--- src/rtl/ssx_pkg.sv ---
package ssx_pkg;
  typedef enum logic [1:0] {
    MAP_OFF     = 2'b00,
    MAP_ES_ONLY = 2'b01,
    MAP_FULL    = 2'b10
  } map_mode_e;

  localparam logic [1:0] SEG_ES = 2'b00;
  localparam logic [1:0] SEG_SS = 2'b01;
  localparam logic [1:0] SEG_CS = 2'b10;
  localparam logic [1:0] SEG_DS = 2'b11;

  localparam int unsigned SEG_W = 2;

  function automatic logic mode_code_ok(input logic [1:0] code);
    return (code != 2'b11);
  endfunction
endpackage

--- src/rtl/ssx_mode_reg.sv ---
module ssx_mode_reg
  import ssx_pkg::*;
(
  input  logic       clk_i,
  input  logic       rst_ni,
  input  logic       we_i,
  input  logic [1:0] wdata_i,
  output map_mode_e  mode_o
);
  map_mode_e mode_q;

  always_ff @(posedge clk_i) begin
    if (!rst_ni) begin
      mode_q <= MAP_OFF;
    end else if (we_i && mode_code_ok(wdata_i)) begin
      mode_q <= map_mode_e'(wdata_i);
    end
  end

  assign mode_o = mode_q;

  // a reserved code leaves the mode untouched
  assert_reserved_ignored_R7: assert property (@(posedge clk_i) disable iff (!rst_ni)
    (we_i && wdata_i == 2'b11) |=> $stable(mode_q));

  // a legal code is taken
  assert_legal_taken_R7: assert property (@(posedge clk_i) disable iff (!rst_ni)
    (we_i && wdata_i != 2'b11) |=> (mode_q == $past(wdata_i)));
endmodule

--- src/rtl/ssx_bank_map.sv ---
module ssx_bank_map
  import ssx_pkg::*;
#(
  parameter int unsigned LOW_W  = 20,
  localparam int unsigned PHYS_W = LOW_W + SEG_W
) (
  input  map_mode_e          mode_i,
  input  logic [SEG_W-1:0]   seg_i,
  input  logic               is_mem_i,
  input  logic [LOW_W-1:0]   addr_i,
  output logic [PHYS_W-1:0]  phys_o
);
  logic [SEG_W-1:0] region;

  always_comb begin
    region = '0;
    if (is_mem_i) begin
      unique case (mode_i)
        MAP_FULL:    region = seg_i;
        MAP_ES_ONLY: region = {1'b0, (seg_i == SEG_ES)};
        default:     region = '0;
      endcase
    end
  end

  assign phys_o = {region, addr_i};
endmodule

--- src/rtl/ssx_cycle_latch.sv ---
module ssx_cycle_latch #(
  parameter int unsigned W = 22
) (
  input  logic         clk_i,
  input  logic         rst_ni,
  input  logic         load_i,
  input  logic [W-1:0] d_i,
  output logic [W-1:0] q_o
);
  logic [W-1:0] q;
  logic         past_ok;

  always_ff @(posedge clk_i) begin
    if (!rst_ni) begin
      q       <= '0;
      past_ok <= 1'b0;
    end else begin
      past_ok <= 1'b1;
      if (load_i) q <= d_i;
    end
  end

  assign q_o = q;

  // no strobe, no change
  assert_hold_R2: assert property (@(posedge clk_i) disable iff (!rst_ni)
    (past_ok && !$past(load_i)) |-> $stable(q));
endmodule

--- src/rtl/ssx_addr_extender.sv ---
module ssx_addr_extender
  import ssx_pkg::*;
#(
  parameter int unsigned LOW_W  = 20,
  localparam int unsigned PHYS_W = LOW_W + SEG_W
) (
  input  logic              clk_i,
  input  logic              rst_ni,
  input  logic              cyc_start_i,
  input  logic              mem_cycle_i,
  input  logic [SEG_W-1:0]  seg_stat_i,
  input  logic [LOW_W-1:0]  bus_addr_i,
  input  logic              mode_we_i,
  input  logic [1:0]        mode_wdata_i,
  output logic [PHYS_W-1:0] phys_addr_o
);
  map_mode_e         mode;
  logic [PHYS_W-1:0] mapped;

  ssx_mode_reg u_mode (
    .clk_i   (clk_i),
    .rst_ni  (rst_ni),
    .we_i    (mode_we_i),
    .wdata_i (mode_wdata_i),
    .mode_o  (mode)
  );

  ssx_bank_map #(.LOW_W(LOW_W)) u_map (
    .mode_i   (mode),
    .seg_i    (seg_stat_i),
    .is_mem_i (mem_cycle_i),
    .addr_i   (bus_addr_i),
    .phys_o   (mapped)
  );

  ssx_cycle_latch #(.W(PHYS_W)) u_hold (
    .clk_i  (clk_i),
    .rst_ni (rst_ni),
    .load_i (cyc_start_i),
    .d_i    (mapped),
    .q_o    (phys_addr_o)
  );

  // low bits follow the captured bus address
  assert_low_bits_R8: assert property (@(posedge clk_i) disable iff (!rst_ni)
    cyc_start_i |=> (phys_addr_o[LOW_W-1:0] == $past(bus_addr_i)));

  // split mode region equals status code
  assert_full_region_R4: assert property (@(posedge clk_i) disable iff (!rst_ni)
    (cyc_start_i && mem_cycle_i && mode == MAP_FULL)
      |=> (phys_addr_o[PHYS_W-1:LOW_W] == $past(seg_stat_i)));

  // extra-segment mode never touches the upper half
  assert_es_only_R5: assert property (@(posedge clk_i) disable iff (!rst_ni)
    (cyc_start_i && mode == MAP_ES_ONLY)
      |=> (phys_addr_o[PHYS_W-1] == 1'b0));

  // non-memory cycles stay low
  assert_io_low_R6: assert property (@(posedge clk_i) disable iff (!rst_ni)
    (cyc_start_i && !mem_cycle_i) |=> (phys_addr_o[PHYS_W-1:LOW_W] == '0));

  // plain mode stays low
  assert_plain_low_R3: assert property (@(posedge clk_i) disable iff (!rst_ni)
    (cyc_start_i && mode == MAP_OFF) |=> (phys_addr_o[PHYS_W-1:LOW_W] == '0));
endmodule

--- config.mk ---
export PLATFORM = sky130hd
export DESIGN_NAME = ssx_addr_extender
export DESIGN_NICKNAME = d
export VERILOG_FILES = /design/src/rtl/ssx_pkg.sv /design/src/rtl/ssx_mode_reg.sv /design/src/rtl/ssx_bank_map.sv /design/src/rtl/ssx_cycle_latch.sv /design/src/rtl/ssx_addr_extender.sv
export SDC_FILE = /design/constraint.sdc
export NUM_CORES = 1
export LEC_CHECK = 0
export ABC_AREA = 1
export CAP_MARGIN = 20
export CORE_ASPECT_RATIO = 0.75
export CORE_MARGIN = 1.5
export CORE_UTILIZATION = 35
export CTS_CLUSTER_DIAMETER = 80
export CTS_CLUSTER_SIZE = 14
export DETAILED_ROUTE_END_ITERATION = 8
export GPL_TIMING_DRIVEN = 0
export PLACE_DENSITY = 0.77
export SYNTH_ARGS = -nofsm -noshare
export SYNTH_HDL_FRONTEND = slang
export SYNTH_SLANG_ARGS = --single-unit
--- constraint.sdc ---
create_clock -name clk_i -period 1.2 [get_ports clk_i]
set_input_delay 0.24 -clock clk_i [delete_from_list [all_inputs] [get_ports clk_i]]
set_output_delay 0.24 -clock clk_i [all_outputs]
set_load 0.01 [all_outputs]
Word level (Yosys, flattened, before mapping)
Index checks and enable logic that the tools add are counted.

operators by class
  equal/unequal tests = 3
  multiplexer cells = 2
  reduce and logical (&&, ||, !) cells = 2

operators with widths
  kind                                                             count
  2-bit case mux with 2 select lines                               1
  2-bit by 1-bit == test with 1-bit output, second input constant  1
  2-bit == test, second input constant                             1
  2-bit zero test                                                  1
  2-bit two-way mux                                                1
  2-bit != test, second input constant                             1
  1-bit logical AND                                                1

word-level totals
  bits in registers = 24
  bits of input ports = 29
  output and inout port bits = 22
  logic and storage cells = 9

Longest topological paths before layout
  word-level depth = 3
  depth in mapped cells = 7
  gate-level depth less buffers = 7

By module
A second synthesis with hierarchy kept.

second synthesis, totals
  cell total of the unflattened synthesis = 185
  area, all modules = 1,228.7 um^2

by module, submodules not included
  module           instances  cells an instance  area an instance (um^2)  sequential area each (um^2)
  ssx_cycle_latch  1          139                919.6                    440.4
  ssx_bank_map     1          34                 229.0                    0.0
  ssx_mode_reg     1          12                 80.1                     40.0

Worst setup path after synthesis
OpenSTA, ideal clock, no wires.

  path kind = flip-flop to flip-flop
  from = register u_mode.mode_q[0] (netlist: u_mode.mode_o[0])
  to = register u_hold.q[20] (netlist: u_hold.q_o[20])
  library setup time = 0.070 ns
  data arrival time = 0.988 ns
  data required time = 1.130 ns
  path slack = 0.142 ns
  cell stages (with the launch flop) = 8
  buffers on the path = 0
  period minus slack after synthesis = 1.058 ns
  cells stage by stage = dfxtp_1 > inv_1 > ha_1 > inv_1 > nand2_1 > nor2_1 > nand3_1 > a21oi_1

on the way
  longest elaborated chain between the ends = 3
  elaborated cells on any way between the ends = 4
  those cells by class = 2 x eq/ne; 2 x mux

RTL lines
  element                                                                    RTL line               text
  from (decl)                                                                ssx_mode_reg.sv:10     map_mode_e mode_q;
  from (signal assigned)                                                     ssx_mode_reg.sv:16     mode_q <= map_mode_e'(wdata_i);
  2-bit by 1-bit == test with 1-bit output or 2-bit == test (tied branches)  ssx_bank_map.sv:18     unique case (mode_i)
  2-bit case mux with 2 select lines *                                       ssx_bank_map.sv:18
  2-bit two-way mux *                                                        ssx_bank_map.sv:17     if (is_mem_i) begin
  to (signal assigned)                                                       ssx_cycle_latch.sv:19  if (load_i) q <= d_i;
  to (decl)                                                                  ssx_cycle_latch.sv:10  logic [W-1:0] q;

Every way passes the cells marked *; elsewhere a longest branch is shown, timed or not.
A chain may end at the register's enable or synchronous reset.

Worst setup path after layout
  from = register u_mode.mode_q[0] (netlist: u_mode.mode_o[0])
  to = register u_hold.q[21] (netlist: u_hold.q_o[21])

The elaborated chain is that of the path after synthesis.

==> out/results.tsv <==
stage	metric	value	unit
clock_tree	cts_buffers	3	
worst_setup_path	endpoint_kind	flop	
power_and_ir_drop	p_per_area	1200	nW/um2
worst_setup_path	criticalPathCategory	reg2reg	
clock_tree	path_clk_slew	0.13	ns
power_and_ir_drop	peakVddDrop	0.668	mV
route	wl_per_cell	12.3	um
sta	finalSetupTns	0	ns
layout	post-route-util	62.1	%
floorplan	dieArea	2900	um2
global_routing	antenna_found_initial	0	
sta	post-route-period-util	95.9	%
yosys	ys_ff_latch	24	
yosys	synth_top_cells_by_area	dfxtp_1 53%, nor2_1 17%, o21ai_0 11%	
placed_design	place_ws	-0.124	ns
layout	drive_gt1_share	19.2	%
floorplan	die_h	47.0	um
yosys	netlist.area_leader.share	53.2	%
clock_tree	cts_max_level	1	
yosys	ys_types	13	
yosys	yosysSeqAreaShare	53.2	%
worst_setup_path	worstPathRequired	1.46	ns
clock_tree	cts_setup_buffers	0	
clock_tree	clk_latency	0.31	ns
floorplan	coreArea	2360	um2
sta	fin_skew	0.00105	ns
power_and_ir_drop	sequentialPowerShare	49.5	%
floorplan	start_util	38.2	%
global_routing	grt_pass1_wl	3.69	mm
global_routing	grt_pass1_vias	862	
layout	diodes	0	
route	drtPass1Iterations	4	
route	wl	2.54	mm
flow_run	max_cap_viol_count	0	
clock_tree	root_buffer	clkbuf_4	
worst_hold_path	hold_path.class	in2reg	
placed_design	gp_routability_congestion	0.702	
clock_tree	numClockSinks	24	
layout	fin_nets	204	
yosys	yosys.area.top_type	dfxtp_1	
sta	setup_ws	0.0487	ns
worst_setup_path	start_kind	flop	
yosys	syn-cell-area	903	um2
power_and_ir_drop	clkPwrFrac	33.2	%
sta	whs	0.481	ns
worst_setup_path	path_max_fanout	2	
power_and_ir_drop	power.internal	1350	uW
power_and_ir_drop	p_leak	0.000667	uW
layout	area_growth	62.6	%
yosys	synthesis.nets	149	
global_routing	grt_max_degree	15	
yosys	synth_cells	118	
status	outcome	completed	
sta	finalSetupViolCount	0	
sta	worst_pin_slew	0.223	ns
layout	fillers	233	
placed_design	port_buffers	50	
route	drc	0	
layout	ff_latch_area	484	um2
power_and_ir_drop	p_sw	412	uW
sta	drv_slew	0	
yosys	yosysWarnings	0	
floorplan	die_w	61.7	um
floorplan	rows	15	
sta	max_freq	0.869	GHz
power_and_ir_drop	power	1770	uW
route	route.vias.total	930	
clock_tree	postCtsHoldBufs	0	
route	viasPerCell	4.51	
global_routing	grt_overflow	0	
power_and_ir_drop	swShare	23.3	%
sta	final_hold_viol_count	0	
global_routing	grt_use_total	18.0	%
worst_setup_path	r2r_slack	0.05	ns
floorplan	num_io_pins	51	
clock_tree	cts_tree	yes	
layout	multi_input_area	378	um2
placed_design	place_hpwl	1.84	mm
worst_setup_path	critPathArrivalTime	1.41	ns
route	detail-route-antenna-nets	0	
route	drtIter0Drc	47	
sta	post-route-min-period	1.15	ns
yosys	avgSynthCellArea	7.66	um2
clock_tree	cts.path.max_buffers	2	
sta	relSlewSlack	84.9	%
power_and_ir_drop	power_frac_comb	17.3	%
cells in the mapped netlist:
library cell  instances
nor2_1               42
buf_4                 2
inv_1                11
nand2_1               7
clkbuf_2              2
a211oi_1              1
buf_2                 2
dfxtp_1              24
o21ai_0              20
nand3_1               2
o211a_1               1
a21oi_1               2
ha_1                  2
state kept, by name, summed over array words and instances, names as in the netlist:
name / cells
u_hold.q_o: 22
u_mode.mode_o: 2
cell families (layout without fill, tap and decap cells):
logic type / Yosys count / count (layout) / share of synthesized area, %
AOI/OAI and AO/OA: 24 / 24 / 14.1
adders and majority gates: 2 / 2 / 2.77
buffers and inverters: 17 / 71 / 8.45
DFF: 24 / 24 / 53.2
and+or+nand+nor: 51 / 51 / 21.5
repair_timing:
item,CTS,global route
pin swaps,0,4
endpoints found under the hold margin,0,0
resized for setup,28,40
setup endpoints to repair,24,24
cells in the final DEF, fill, tap and decap left out, drive strengths merged:
cell / synthesis / final
clkdlybuf4s15: 0 / 9
nand3: 2 / 2
clkdlybuf4s50: 0 / 28
clkbuf: 2 / 18
a21oi: 2 / 2
o21ai: 20 / 20
dfxtp: 24 / 24
a211oi: 1 / 1
o211a: 1 / 1
nand2: 7 / 7
nor2: 42 / 42
buf: 4 / 4
bufinv: 0 / 1
ha: 2 / 2
inv: 11 / 11
through the flow:
stage	cells	area (um2)
2_1_floorplan	118	903
3_3_place_gp	202	1450
3_5_place_dp	202	1450
4_1_cts	206	1480
6_report	206	1470
5_1_grt	206	1470
worst paths after layout:
kind / from / endpoint / cells after the start
worst max-delay path: u_mode.mode_o[0] / u_hold.q_o[21] / 7
worst min-delay path: bus_addr_i[6] / u_hold.q_o[6] / 3
worst max register to register: u_mode.mode_o[0] / u_hold.q_o[21] / 7
worst min register to register: u_hold.q_o[20] / u_hold.q_o[20] / 2
per-layer routing:
layer | wire length, um | GRT usage [%]
met1 | 1030 | 19.6
met2 | 1280 | 30.9
met3 | 202 | 8.54
met4 | 18 | 6.38
met5 | 0 | 0
worst max-delay path: stages, from the launching register on:
cell and delay, ns:
dfxtp_2 0.35, inv_2 0.07, ha_4 0.19, inv_2 0.05, nand2_2 0.06, nor2_4 0.14
nand3_2 0.09, a21oi_2 0.15
area by class of cell:
cell class,count,share of cell area (%)
well taps,34,2.90
flip-flops and latches,24,33.0
inverters,11,2.81
clock buffers,3,1.53
clock inverters,1,2.04
multi-input cells,77,25.7
plain buffers,6,2.39
repair buffers,50,29.6
power groups by stage:
stage,sequential (uW),clock (uW),combinational [uW]
4_1_cts,871,597,303
6_report,874,587,306
5_1_grt,880,630,336
3_5_place_dp,889,0,329
2_1_floorplan,910,0,95.0
3_3_place_gp,886,0,321
Power figures use the tool's default switching activity.
